[src/rtl/sram_seq_pkg.sv]
package sram_seq_pkg;

    typedef enum logic [2:0] {
        ST_IDLE,
        ST_ADDR_SETUP,
        ST_WR_PULSE,
        ST_RECOVER,
        ST_RD_WAIT,
        ST_CAPTURE
    } seq_state_e;

    // Registered pin controls, decoded from the state.
    typedef struct packed {
        logic ready;
        logic cs_n;
        logic cs;
        logic oe_off;
        logic we_n;
        logic din_oe;
        logic rd_valid;
    } pin_ctl_t;

    function automatic int ns_to_cyc(input int ns, input int period_ns);
        return (ns + period_ns - 1) / period_ns;
    endfunction

    function automatic int max_int(input int a, input int b);
        return (a > b) ? a : b;
    endfunction

endpackage

[src/rtl/sram_seq_timer.sv]
module sram_seq_timer #(
    parameter int CNT_W = 4
) (
    input  logic             clk,
    input  logic             rst_n,
    input  logic             load,
    input  logic [CNT_W-1:0] load_val,
    output logic             done
);

    logic [CNT_W-1:0] cnt_q;

    always_ff @(posedge clk or negedge rst_n) begin
        if (!rst_n) begin
            cnt_q <= '0;
        end else if (load) begin
            cnt_q <= load_val;
        end else if (cnt_q != '0) begin
            cnt_q <= cnt_q - 1'b1;
        end
    end

    assign done = (cnt_q == '0);

endmodule

[src/rtl/sram_seq_fsm.sv]
module sram_seq_fsm
    import sram_seq_pkg::*;
#(
    parameter int CNT_W      = 4,
    parameter int SETUP_CYC  = 6,
    parameter int PULSE_CYC  = 8,
    parameter int RECOV_CYC  = 2,
    parameter int ACCESS_CYC = 13,
    parameter bit SHARED_IO  = 1'b1
) (
    input  logic             clk,
    input  logic             rst_n,
    input  logic             req_valid,
    input  logic             req_write,
    input  logic             tmr_done,
    output logic             tmr_load,
    output logic [CNT_W-1:0] tmr_val,
    output logic             accept,
    output logic             capture,
    output pin_ctl_t         ctl
);

    localparam logic [CNT_W-1:0] LD_SETUP  = CNT_W'(SETUP_CYC - 1);
    localparam logic [CNT_W-1:0] LD_PULSE  = CNT_W'(PULSE_CYC - 1);
    localparam logic [CNT_W-1:0] LD_RECOV  = CNT_W'(RECOV_CYC - 1);
    localparam logic [CNT_W-1:0] LD_ACCESS = CNT_W'(ACCESS_CYC - 1);
    localparam logic             WR_OE_OFF = SHARED_IO ? 1'b1 : 1'b0;
    localparam logic             IDLE_DOE  = SHARED_IO ? 1'b0 : 1'b1;

    seq_state_e state_q, state_nx;

    assign accept  = (state_q == ST_IDLE) && req_valid;
    assign capture = (state_q == ST_RD_WAIT) && tmr_done;

    // Next-state logic and timer reloads
    always_comb begin
        state_nx = state_q;
        tmr_load = 1'b0;
        tmr_val  = '0;
        unique case (state_q)
            ST_IDLE: begin
                if (req_valid) begin
                    tmr_load = 1'b1;
                    if (req_write) begin
                        state_nx = ST_ADDR_SETUP;
                        tmr_val  = LD_SETUP;
                    end else begin
                        state_nx = ST_RD_WAIT;
                        tmr_val  = LD_ACCESS;
                    end
                end
            end
            ST_ADDR_SETUP: begin
                if (tmr_done) begin
                    state_nx = ST_WR_PULSE;
                    tmr_load = 1'b1;
                    tmr_val  = LD_PULSE;
                end
            end
            ST_WR_PULSE: begin
                if (tmr_done) begin
                    state_nx = ST_RECOVER;
                    tmr_load = 1'b1;
                    tmr_val  = LD_RECOV;
                end
            end
            ST_RECOVER: begin
                if (tmr_done) state_nx = ST_IDLE;
            end
            ST_RD_WAIT: begin
                if (tmr_done) state_nx = ST_CAPTURE;
            end
            ST_CAPTURE: begin
                state_nx = ST_IDLE;
            end
            default: state_nx = ST_IDLE;
        endcase
    end

    // State register
    always_ff @(posedge clk or negedge rst_n) begin
        if (!rst_n) state_q <= ST_IDLE;
        else        state_q <= state_nx;
    end

    function automatic pin_ctl_t decode(input seq_state_e s);
        pin_ctl_t c;
        c = '{ready: 1'b0, cs_n: 1'b1, cs: 1'b0, oe_off: 1'b1,
              we_n: 1'b1, din_oe: IDLE_DOE, rd_valid: 1'b0};
        unique case (s)
            ST_IDLE:       c.ready = 1'b1;
            ST_ADDR_SETUP: begin
                c.cs_n = 1'b0; c.cs = 1'b1; c.oe_off = WR_OE_OFF; c.din_oe = 1'b1;
            end
            ST_WR_PULSE:   begin
                c.cs_n = 1'b0; c.cs = 1'b1; c.oe_off = WR_OE_OFF; c.din_oe = 1'b1;
                c.we_n = 1'b0;
            end
            ST_RECOVER:    c.din_oe = 1'b1;
            ST_RD_WAIT:    begin
                c.cs_n = 1'b0; c.cs = 1'b1; c.oe_off = 1'b0;
            end
            ST_CAPTURE:    c.rd_valid = 1'b1;
            default:       c.ready = 1'b0;
        endcase
        return c;
    endfunction

    // Output register, decoded from the next state so pins line up with state_q
    always_ff @(posedge clk or negedge rst_n) begin
        if (!rst_n) ctl <= decode(ST_IDLE);
        else        ctl <= decode(state_nx);
    end

endmodule

[src/rtl/sram_seq_datapath.sv]
module sram_seq_datapath #(
    parameter int ADDR_W = 8,
    parameter int DATA_W = 4
) (
    input  logic              clk,
    input  logic              rst_n,
    input  logic              accept,
    input  logic              capture,
    input  logic [ADDR_W-1:0] req_addr,
    input  logic [DATA_W-1:0] req_wdata,
    input  logic [DATA_W-1:0] mem_dout,
    output logic [ADDR_W-1:0] mem_addr,
    output logic [DATA_W-1:0] mem_din,
    output logic [DATA_W-1:0] rd_data
);

    always_ff @(posedge clk or negedge rst_n) begin
        if (!rst_n) begin
            mem_addr <= '0;
            mem_din  <= '0;
        end else if (accept) begin
            mem_addr <= req_addr;
            mem_din  <= req_wdata;
        end
    end

    always_ff @(posedge clk or negedge rst_n) begin
        if (!rst_n)       rd_data <= '0;
        else if (capture) rd_data <= mem_dout;
    end

endmodule

[src/rtl/sram_seq_ctrl.sv]
module sram_seq_ctrl
    import sram_seq_pkg::*;
#(
    parameter int ADDR_W           = 8,
    parameter int DATA_W           = 4,
    parameter int CLK_NS           = 20,
    parameter int T_ACCESS_NS      = 250,
    parameter int T_RD_CYCLE_NS    = 250,
    parameter int T_WR_CYCLE_NS    = 300,
    parameter int T_ADDR_SETUP_NS  = 110,
    parameter int T_OD_SETUP_NS    = 110,
    parameter int T_PULSE_NS       = 150,
    parameter int T_DATA_SETUP_NS  = 150,
    parameter int T_RECOVER_NS     = 40,
    parameter bit SHARED_IO        = 1'b1
) (
    input  logic              clk,
    input  logic              rst_n,
    input  logic              req_valid,
    output logic              req_ready,
    input  logic              req_write,
    input  logic [ADDR_W-1:0] req_addr,
    input  logic [DATA_W-1:0] req_wdata,
    output logic              rd_valid,
    output logic [DATA_W-1:0] rd_data,
    output logic [ADDR_W-1:0] mem_addr,
    output logic [DATA_W-1:0] mem_din,
    output logic              mem_din_oe,
    input  logic [DATA_W-1:0] mem_dout,
    output logic              mem_cs_n,
    output logic              mem_cs,
    output logic              mem_oe_off,
    output logic              mem_we_n
);

    localparam int SETUP_CYC = max_int(1, max_int(ns_to_cyc(T_ADDR_SETUP_NS, CLK_NS),
                                  SHARED_IO ? ns_to_cyc(T_OD_SETUP_NS, CLK_NS) : 0));
    localparam int PULSE_CYC = max_int(1, max_int(ns_to_cyc(T_PULSE_NS, CLK_NS),
                                                  ns_to_cyc(T_DATA_SETUP_NS, CLK_NS)));
    localparam int RECOV_CYC = max_int(1, max_int(ns_to_cyc(T_RECOVER_NS, CLK_NS),
                                  ns_to_cyc(T_WR_CYCLE_NS, CLK_NS) - SETUP_CYC - PULSE_CYC));
    localparam int ACCESS_CYC = max_int(1, max_int(ns_to_cyc(T_ACCESS_NS, CLK_NS),
                                                   ns_to_cyc(T_RD_CYCLE_NS, CLK_NS)));
    localparam int MAX_CYC = max_int(max_int(SETUP_CYC, PULSE_CYC),
                                     max_int(RECOV_CYC, ACCESS_CYC));
    localparam int CNT_W   = $clog2(MAX_CYC + 1);

    logic             tmr_load, tmr_done, accept, capture;
    logic [CNT_W-1:0] tmr_val;
    pin_ctl_t         ctl;

    sram_seq_timer #(.CNT_W(CNT_W)) u_timer (
        .clk      (clk),
        .rst_n    (rst_n),
        .load     (tmr_load),
        .load_val (tmr_val),
        .done     (tmr_done)
    );

    sram_seq_fsm #(
        .CNT_W      (CNT_W),
        .SETUP_CYC  (SETUP_CYC),
        .PULSE_CYC  (PULSE_CYC),
        .RECOV_CYC  (RECOV_CYC),
        .ACCESS_CYC (ACCESS_CYC),
        .SHARED_IO  (SHARED_IO)
    ) u_fsm (
        .clk       (clk),
        .rst_n     (rst_n),
        .req_valid (req_valid),
        .req_write (req_write),
        .tmr_done  (tmr_done),
        .tmr_load  (tmr_load),
        .tmr_val   (tmr_val),
        .accept    (accept),
        .capture   (capture),
        .ctl       (ctl)
    );

    sram_seq_datapath #(.ADDR_W(ADDR_W), .DATA_W(DATA_W)) u_dp (
        .clk       (clk),
        .rst_n     (rst_n),
        .accept    (accept),
        .capture   (capture),
        .req_addr  (req_addr),
        .req_wdata (req_wdata),
        .mem_dout  (mem_dout),
        .mem_addr  (mem_addr),
        .mem_din   (mem_din),
        .rd_data   (rd_data)
    );

    assign req_ready  = ctl.ready;
    assign mem_cs_n   = ctl.cs_n;
    assign mem_cs     = ctl.cs;
    assign mem_oe_off = ctl.oe_off;
    assign mem_we_n   = ctl.we_n;
    assign mem_din_oe = ctl.din_oe;
    assign rd_valid   = ctl.rd_valid;

endmodule

[config.mk]
export PLATFORM = sky130hd
export DESIGN_NAME = sram_seq_ctrl
export DESIGN_NICKNAME = d
export VERILOG_FILES = /design/src/rtl/sram_seq_pkg.sv /design/src/rtl/sram_seq_timer.sv /design/src/rtl/sram_seq_fsm.sv /design/src/rtl/sram_seq_datapath.sv /design/src/rtl/sram_seq_ctrl.sv
export SDC_FILE = /design/constraint.sdc
export NUM_CORES = 1
export LEC_CHECK = 0
export BUFFER_PORTS_ARGS = -buffer_cell sky130_fd_sc_hd__buf_2
export CAP_MARGIN = 20
export CORE_UTILIZATION = 45
export DETAILED_ROUTE_END_ITERATION = 6
export HOLD_SLACK_MARGIN = 0.06
export MAX_ROUTING_LAYER = met4
export PLACE_DENSITY = 0.72
export SLEW_MARGIN = 15
export SYNTH_ARGS = -nofsm -noshare
export SYNTH_HDL_FRONTEND = slang
export SYNTH_SLANG_ARGS = --single-unit
[constraint.sdc]
create_clock -name clk -period 3.8 [get_ports clk]
set_input_delay 0.38 -clock clk [delete_from_list [all_inputs] [get_ports clk]]
set_output_delay 0.38 -clock clk [all_outputs]
set_load 0.02 [all_outputs]
==> impl_metrics.json, run 1 <==
{
  "rsz0062_at_grt": "false",
  "path_cells": "nor4b_4, mux2_2",
  "min_path_type": "input port to asynchronous set/reset pin",
  "finalCriticalPeriod_ns": 2.109,
  "setup-violations-final": 0,
  "p_leak_nw": 0.7791,
  "dp.final_hpwl_microns": 1599,
  "cpPeakStageDelay_ns": 0.94,
  "fmax_ghz": 0.4741,
  "route.top_layer_used": "met4",
  "clk_latency_ns": 0.33,
  "cts_hold_buf": 0,
  "fin_util_pct": 57.89,
  "die_w_microns": 56.72,
  "first_global_vias": 902,
  "layoutNonFillerInstCount": 180,
  "grt_overflow_total": 0,
  "place.gp.congestion": 0.8538,
  "cts_buffer_depth": 2,
  "core_sq_mm": 0.002805,
  "tns_ns": 0,
  "fin_ws_ns": 1.691,
  "r2r_cells": 2,
  "grt_pass1_wl_microns": 3905,
  "grt_antenna_before_repair": 0,
  "slew_viol_final": 0,
  "dp_cells": 172,
  "final_common_cell": "buf_2",
  "r2r_slack_ns": 1.69,
  "crit_path_start": "u_fsm.state_q[2]",
  "crit_fanout": 19,
  "synthToLayoutAreaGrowth_pct": 20.52,
  "num_antenna_cells": 0,
  "postCtsSetupBuffers": 0,
  "drive_above_1_share_pct": 47.65,
  "drt-met1-wl_microns": 1010,
  "power_density_mw_per_mm2": 874.1,
  "numCtsBuffers": 5,
  "drtAntennaViolNets": 0,
  "violations": "DRC",
  "die_h_microns": 56.72,
  "die_area_sq_mm": 0.003217,
  "wl_met3_microns": 126,
  "pin_count": 43,
  "wl_microns": 2281,
  "nets": 169,
  "syn_inst": 104,
  "ys_types": 37,
  "fin_skew_ns": 0.008890,
  "ys_async_sr_fraction_pct": 100.0,
  "vias_per_cell": 5.267,
  "clock_sinks": 30,
  "yosys_most_used_dff": "dfrtp_1",
  "r2r-start": "u_fsm.state_q[2]",
  "peakVddDrop_mv": 0.4673,
  "fp-row-count": 19,
  "end_kind": "flop",
  "drtIter0Drc": 7,
  "timing.final.crit_share_pct": 55.51,
  "wl_per_cell_microns": 12.67,
  "synth_fp_nets": 125,
  "drc": 3,
  "cts.repair.resized": 0,
  "syn_area_per_cell_sq_um": 12.96,
  "status": "finished, violations left",
  "layout_common_cells": "buf_2, dfrtp_1, mux2_2",
  "htree_levels": 2,
  "maxCapViolCount": 0,
  "relSlewSlack_pct": 31.08,
  "place_ws_ns": 1.698,
  "critPathKind": "flop to flop",
  "slowest_stage": "nor4b_4",
  "finalPower_mw": 1.420,
  "vias": 948,
  "numPortBuffers": 42,
  "crit_required_ns": 4.01,
  "hold_viol": 0,
  "cts.clk_slew.worst_paths_ns": 0.10,
  "worstPathArrival_ns": 2.32,
  "yosys_warnings": 0,
  "cp.depth": 2,
  "drt-pass1-iter-count": 6,
  "startpoint_type": "flop",
  "root_buffer": "clkbuf_4",
  "tightest_slew_ns": 1.029,
  "met2_length_microns": 1099,
  "synth_edf_count": 0,
  "synth-seq-area-share_pct": 56.08,
  "grt_usage_pct": 16.90,
  "ys_ff_latch": 30,
  "crit_buf_inv": 0,
  "cts_tree": "built",
  "synth_area_sq_mm": 0.001348,
  "path_delay_family": "simple AND/OR/NAND/NOR gates",
  "initial_utilization_pct": 48.04,
  "grt_max_degree": 31
}
==> area by class of cell <==
cell class / instances / area [sq um]
Clock buffer: 6 / 51.30
Clock inverter: 2 / 12.51
Fill cell: 243 / 1181
Inverter: 6 / 22.52
Multi-Input combinational cell: 63 / 533.0
Sequential cell: 30 / 755.7
Tap cell: 31 / 38.79
Timing Repair Buffer: 42 / 210.2
==> per-stage QoR <==
stage	hold WS, ns	cell area, sq um
after global routing	0.09703	1624
after detailed placement	0.4470	1560
after CTS	0.08332	1624
after floorplan	0.08441	1348
after global placement	0.4343	1560
final	0.07109	1624
==> cells by family (layout without fill, tap and decap cells) <==
family	count (synthesis)	in the layout	synth area share, %
mux	19	19	15.60
flops	30	30	56.08
simple gates	25	25	12.81
buf+inv	11	56	4.363
xor+xnor	3	3	1.950
compound gates	15	15	8.265
fa+ha+maj	1	1	0.9284
==> path summary, 6_finish.rpt <==
path	endpoint
worst max-delay path	u_dp.mem_addr[5]
worst min-delay path	u_dp.rd_data[3]
worst max register to register	u_dp.mem_addr[5]
worst min register to register	u_dp.mem_addr[0]
max in group asynchronous	u_dp.mem_addr[7]
min in group clk	u_dp.mem_addr[0]
==> Yosys cell counts, types with 2 or more instances <==
cell type / count / area (sq um)
nand2b_1: 3 / 18.77
nor2_1: 6 / 22.52
xnor2_1: 3 / 26.28
nor3b_1: 3 / 22.52
mux2_1: 5 / 56.30
dfstp_2: 4 / 105.1
mux2i_1: 3 / 30.03
mux2_2: 11 / 123.9
inv_1: 6 / 22.52
dfrtp_1: 26 / 650.6
a21oi_1: 4 / 20.02
buf_2: 2 / 10.01
buf_6: 2 / 22.52
nor3_1: 3 / 15.01
==> metal layers <==
| layer | track usage (%) | vias to the layer above |
|---|---|---|
| met5 | - | - |
| met4 | 7.500 | 0 |
| met3 | 7.143 | 7 |
| met2 | 26.19 | 26 |
| met1 | 19.00 | 459 |
| li1 | - | 456 |
==> where the power goes <==
part           switching, mW  internal, mW  leakage [nW]
Combinational          0.336         0.282         0.391
Clock                  0.107        0.0888        0.0343
Sequential             0.125         0.480         0.354
Total                  0.568         0.851         0.779
==> registers in the layout, summed over array words and instances (netlist names) <==
name and count:
u_dp.mem_addr 8, u_dp.mem_din 4, u_dp.rd_data 4, u_fsm.ctl 7, u_fsm.state_q 3, u_timer.cnt_q 4
(Power assumes the default switching activity.)
==> inputs of run 2 (changes only) <==
ABC_AREA = 1   (was not set)
PLACE_DENSITY = 0.75   (was 0.72)
clock period = 1.9 ns   (was 3.8 ns; I/O delays follow)
==> impl_metrics.json, run 2 <==
{
  "status": "finished, violations left",
  "violations": "DRC",
  "drt-pass1-iter-count": 6,
  "die_h_microns": 57.13,
  "end_kind": "flop",
  "synth_top_area_share_pct": 47.58,
  "clock_sinks": 30,
  "peakVddDrop_mv": 0.9663,
  "yosys_warnings": 0,
  "fin_skew_ns": 0.005594,
  "numCtsBuffers": 5,
  "finalCriticalPeriod_ns": 1.557,
  "grt_antenna_before_repair": 0,
  "syn_inst": 145,
  "critPathKind": "flop to flop",
  "path_cells": "inv_1, ha_1, nand2_4, inv_2, nand2_4, nand2_2, nor2_4, nand2_1, nor2_1, nor2_1",
  "cts.clk_slew.worst_paths_ns": 0.09,
  "final_common_cell": "nand2_1",
  "wl_microns": 2881,
  "yosys_most_used_dff": "dfrtp_1",
  "postCtsSetupBuffers": 0,
  "r2r_cells": 10,
  "wl_per_cell_microns": 11.95,
  "nets": 230,
  "drtAntennaViolNets": 0,
  "grt_pass1_wl_microns": 4995,
  "power_density_mw_per_mm2": 1585,
  "cpPeakStageDelay_ns": 0.41,
  "rsz0062_at_grt": "false",
  "ys_async_sr_fraction_pct": 100.0,
  "cell_internal_pwr_mw": 1.629,
  "finalPower_mw": 2.913,
  "numPortBuffers": 42,
  "setup-violations-final": 0,
  "cts.repair.resized": 0,
  "startpoint_type": "flop",
  "power.switching_mw": 1.284,
  "initial_utilization_pct": 48.34,
  "ys_types": 24,
  "r2r_slack_ns": 0.34,
  "synth-seq-area-share_pct": 55.26,
  "whs_path_depth": 3,
  "worst_hold_path.endpoint": "u_dp.rd_data[3]",
  "grt_util_met3_pct": 6.576,
  "syn_area_per_cell_sq_um": 9.431,
  "worstPathArrival_ns": 1.78,
  "p_comb_share_pct": 48.3,
  "p_leak_nw": 1.017,
  "path_delay_family": "simple AND/OR/NAND/NOR gates",
  "drtIter0Drc": 29,
  "finalInstanceArea_sq_mm": 0.001838,
  "layout_common_cells": "nand2_1, buf_2, dfrtp_1",
  "synthToLayoutAreaGrowth_pct": 34.40,
  "ys_ff_latch": 30,
  "num_antenna_cells": 0,
  "use_met1_pct": 22.55,
  "vias": 1149,
  "clk_latency_ns": 0.33,
  "drive_above_1_share_pct": 38.57,
  "maxCapViolCount": 0,
  "grt_overflow_total": 0,
  "synth.most_common_cell": "nand2_1",
  "tightest_slew_ns": 0.6414,
  "synth_area_sq_mm": 0.001368,
  "synth_fp_nets": 166,
  "synth_compound_area_share_pct": 2.836,
  "grt_max_degree": 31,
  "hp-start": "mem_dout[3]",
  "synth.area.mux_share_pct": 0,
  "r2r-start": "u_timer.cnt_q[1]",
  "fmax_ghz": 0.6424,
  "slew_viol_final": 0,
  "fill_cells": 232,
  "dpl_cell_area_sq_mm": 0.001614,
  "crit_buf_inv": 2,
  "yosys.area.top_type": "dfrtp_1",
  "die_area_sq_mm": 0.003263,
  "tns_ns": 0,
  "dp.final_hpwl_microns": 2009,
  "synthTopCellsByCount": "nand2_1, dfrtp_1, nor2_1",
  "ys_top_cells_by_area": "dfrtp_1, nand2_1, dfstp_2, nor2_4, nand3_2",
  "yosys.area_share.adder_pct": 0.9149,
  "htree_levels": 2,
  "die_w_microns": 57.13,
  "grt_use_met2_pct": 35.63,
  "timing.final.crit_share_pct": 81.92,
  "min_path_type": "input port to flop",
  "drc": 5,
  "first_global_vias": 1197,
  "relSlewSlack_pct": 57.24,
  "regMostFlops": "u_dp.mem_addr",
  "place.gp.congestion": 0.8866,
  "root_buffer": "clkbuf_4",
  "largest_reg_flops": 8,
  "vias_per_cell": 4.768,
  "pin_count": 43,
  "crit_required_ns": 2.13,
  "pwr-share-seq_pct": 38.0,
  "p_sw_share_pct": 44.08,
  "cts_buffer_depth": 2,
  "synth_top_family_by_area": "simple AND/OR/NAND/NOR gates",
  "top_usage_layer": "met2",
  "clkPwrFrac_pct": 13.7,
  "synth_simple_gate_area_share_pct": 35.32,
  "synthXorXnorAreaFrac_pct": 1.921,
  "slowest_stage": "dfrtp_1",
  "top_regs": "u_dp.mem_addr: 8 flops, u_fsm.ctl: 7 flops",
  "grt_usage_pct": 21.23,
  "hold_viol": 0,
  "fp-row-count": 19,
  "worstReg2RegEnd": "u_timer.cnt_q[1]",
  "crit_fanout": 7,
  "synth_edf_count": 0,
  "cts_tree": "built",
  "core_sq_mm": 0.002829
}
## run 2: worst reg2reg max path: stages (launching register included)
cell and delay, ns:
dfrtp_1 0.41, inv_1 0.07, ha_1 0.25, nand2_4 0.18
inv_2 0.08, nand2_4 0.09, nand2_2 0.06, nor2_4 0.10
nand2_1 0.07, nor2_1 0.09, nor2_1 0.05
## run 2: cell families (layout without fill, tap and decap cells)
logic type               after synthesis  count (layout)
XOR/XNOR                               3               3
buffers and inverters                 13              78
AO/OA/AOI/OAI                          6               6
AND/OR/NAND/NOR                       92              92
adder cells (fa/ha/maj)                1               1
flip-flops                            30              30
## run 2: area by class of cell
type / instances / area (sq um) / share of cell area [%]
Timing Repair Buffer: 59 / 377.9 / 20.56
Tap cell: 31 / 38.79 / 2.110
Sequential cell: 30 / 755.7 / 41.12
Clock inverter: 2 / 12.51 / 0.6807
Clock buffer: 6 / 51.30 / 2.791
Inverter: 11 / 41.29 / 2.246
Multi-Input combinational cell: 102 / 560.5 / 30.50
## run 2: stage by stage
stage	utilization (%)	hold slack, ns	setup WS, ns	std cells
after floorplan	-	-0.1056	0.5168	145
after global placement	57.05	0.2524	0.4783	217
after detailed placement	57.05	0.2584	0.3644	217
after CTS	64.97	0.06189	0.3483	241
after global routing	64.97	0.07620	0.2539	241
final	64.97	0.08760	0.3434	241
## run 2: layer usage
layer	wire length (microns)	share of wire [%]	vias to the layer above
li1	-	-	575
met1	1177	41	521
met2	1467	51	44
met3	168	5.8	9
met4	68	2.4	0
met5	0	0	-
## run 2: what timing repair did
action | in CTS | in global routing
setup endpoints to repair | 0 | 0
hold buffers | 16 | 0
endpoints found under the hold margin | 41 | 0
## run 2: worst max-delay path by stage
stage / from / to / cells after the start
floorplan: u_timer.cnt_q[0] / u_timer.cnt_q[1] / 10
global placement: u_timer.cnt_q[0] / u_fsm.ctl[4] / 9
detailed placement: u_timer.cnt_q[1] / u_timer.cnt_q[1] / 10
CTS: u_timer.cnt_q[1] / u_timer.cnt_q[1] / 10
global route: u_timer.cnt_q[1] / u_timer.cnt_q[1] / 9
finish: u_timer.cnt_q[1] / u_timer.cnt_q[1] / 10
## run 2: power by group through the flow
stage                     registers [mW]  clock network, mW  logic (mW)
final                               1.11              0.399        1.41
after global routing                1.14              0.438        1.55
after CTS                           1.11              0.417        1.41
after detailed placement            1.11                  0        1.39
after global placement              1.10                  0        1.35
after floorplan                     1.37                  0       0.741
==> inputs of run 3 (changes only) <==
ABC_AREA = 0   (was 1)
PLACE_DENSITY = 0.72   (was 0.75)
clock period = 1.5 ns   (was 1.9 ns; I/O delays follow)
==> impl_metrics.json, run 3 (synthesized netlist as in run 1, its figures left out) <==
{
  "status": "finished, violations left",
  "violations": "DRC, setup timing",
  "dp.final_hpwl_microns": 1963,
  "layout_common_cells": "buf_2, dfrtp_1, dlygate4sd3_1",
  "grt_usage_pct": 22.30,
  "worstPathArrival_ns": 1.74,
  "core_sq_mm": 0.002805,
  "whs_path_depth": 2,
  "die_area_sq_mm": 0.003217,
  "drtIter0Drc": 34,
  "cts_buffer_depth": 2,
  "cts_tree": "built",
  "r2r_cells": 6,
  "final_common_cell": "buf_2",
  "worstReg2RegEnd": "u_timer.cnt_q[0]",
  "fmax_ghz": 0.6569,
  "fin_ws_ns": -0.02235,
  "die_w_microns": 56.72,
  "numPortBuffers": 42,
  "largest_reg_flops": 8,
  "min_path_type": "input port to flop",
  "cts.clk_slew.worst_paths_ns": 0.09,
  "setup-violations-final": 3,
  "synthToLayoutAreaGrowth_pct": 43.64,
  "timing.final.crit_share_pct": 101.5,
  "drtAntennaViolNets": 0,
  "wl_microns": 3104,
  "tightest_slew_ns": 0.6696,
  "initial_utilization_pct": 48.04,
  "fp-row-count": 19,
  "crit_fanout": 4,
  "relSlewSlack_pct": 55.36,
  "rsz0062_at_grt": "true",
  "regMostFlops": "u_dp.mem_addr",
  "worst_hold_path.endpoint": "u_timer.cnt_q[3]",
  "fill_cells": 225,
  "power_density_mw_per_mm2": 2115,
  "nets": 197,
  "clk_latency_ns": 0.33,
  "place.gp.congestion": 0.7998,
  "drc": 4,
  "htree_levels": 2,
  "grt_antenna_before_repair": 0,
  "top_regs": "u_dp.mem_addr: 8 flops, u_fsm.ctl: 7 flops",
  "slew_viol_final": 0,
  "hp-start": "req_write",
  "clock_sinks": 30,
  "first_global_vias": 1111,
  "vias": 1090,
  "fin_skew_ns": 0.006235,
  "vias_per_cell": 5.240,
  "peakVddDrop_mv": 1.172,
  "root_buffer": "clkbuf_4",
  "drt-pass1-iter-count": 6,
  "finalCriticalPeriod_ns": 1.522,
  "maxCapViolCount": 0,
  "p_leak_nw": 0.9233,
  "grt_max_degree": 31,
  "place_ws_ns": -0.06605,
  "numCtsBuffers": 5,
  "grt_overflow_total": 0,
  "r2r-start": "u_timer.cnt_q[0]",
  "end_kind": "flop",
  "pin_count": 43,
  "grt_pass1_wl_microns": 5133,
  "crit_required_ns": 1.72,
  "hold_ws_ns": 0.07140,
  "fin_util_pct": 69.00,
  "die_h_microns": 56.72,
  "num_antenna_cells": 0,
  "startpoint_type": "flop",
  "critPathKind": "flop to flop",
  "wl_per_cell_microns": 14.92,
  "drive_above_1_share_pct": 48.59,
  "hold_viol": 0,
  "r2r_slack_ns": -0.02
}
run 3: cell count changes in the layout (fill, tap and decap cells not counted), moves of 4 or more:
cell,previous run,this run
buf_4,1,9
inv_1,8,4
mux2_1,0,5
mux2_2,0,11
nand2_1,56,1
nand2_2,4,0
nand3_2,5,1
nor2_1,10,6
nor2_4,5,0
run 3: worst max path at each step:
stage	end	start	cells after the start	slack (ns)
after floorplan	u_dp.mem_addr[0]	u_fsm.state_q[2]	4	-0.05
after global placement	u_fsm.state_q[0]	u_timer.cnt_q[0]	5	0.02
after detailed placement	u_fsm.state_q[0]	u_timer.cnt_q[0]	5	-0.07
after CTS	u_fsm.state_q[0]	u_timer.cnt_q[0]	6	-0.02
after global routing	u_dp.rd_data[3]	u_timer.cnt_q[0]	5	-0.09
final	u_timer.cnt_q[0]	u_timer.cnt_q[0]	6	-0.02
run 3: metrics by stage:
step	instance area, sq um	total power, mW	cells	setup TNS [ns]
after floorplan	1356	2.739	104	-0.3447
after global placement	1657	3.305	182	0
after detailed placement	1657	3.404	182	-0.1472
after CTS	1914	4.056	207	-0.01744
after global routing	1936	4.342	208	-0.4976
final	1936	4.094	208	-0.02857
run 3: layout make-up:
| class | instances | area (sq um) | share of cell area, % |
|---|---|---|---|
| sequential | 30 | 755.7 | 39.04 |
| multi-input combinational | 63 | 560.5 | 28.96 |
| timing repair buffer | 70 | 479.2 | 24.76 |
| clock buffer | 8 | 78.83 | 4.072 |
| tap | 31 | 38.79 | 2.004 |
| inverter | 6 | 22.52 | 1.164 |
run 3: power by group:
group	internal, mW	switching (mW)
registers	1.22	0.235
clock network	0.320	0.274
logic	0.948	1.10
run 3: worst max-delay path, cell delays in order (launching register included):
cell	delay, ns
dfrtp_1	0.41
inv_2	0.09
ha_4	0.15
nor3b_4	0.26
buf_4	0.19
o211ai_1	0.10
a22o_1	0.21
run 3: routing by layer:
metal,global-route usage [%],wire [microns],vias to the layer above
met1,25.23,1272,538
li1,-,-,512
met4,7.857,50,0
met5,-,0,-
met2,36.90,1612,33
met3,7.373,170,7
run 3: timing repair:
item | 4_1_cts | 5_1_grt
setup endpoints to repair | 8 | 12
pin swaps | 1 | 2
buffers inserted | 0 | 1
hold buffers | 17 | 0
hold endpoints to repair | 42 | 0
gates resized for setup | 2 | 4
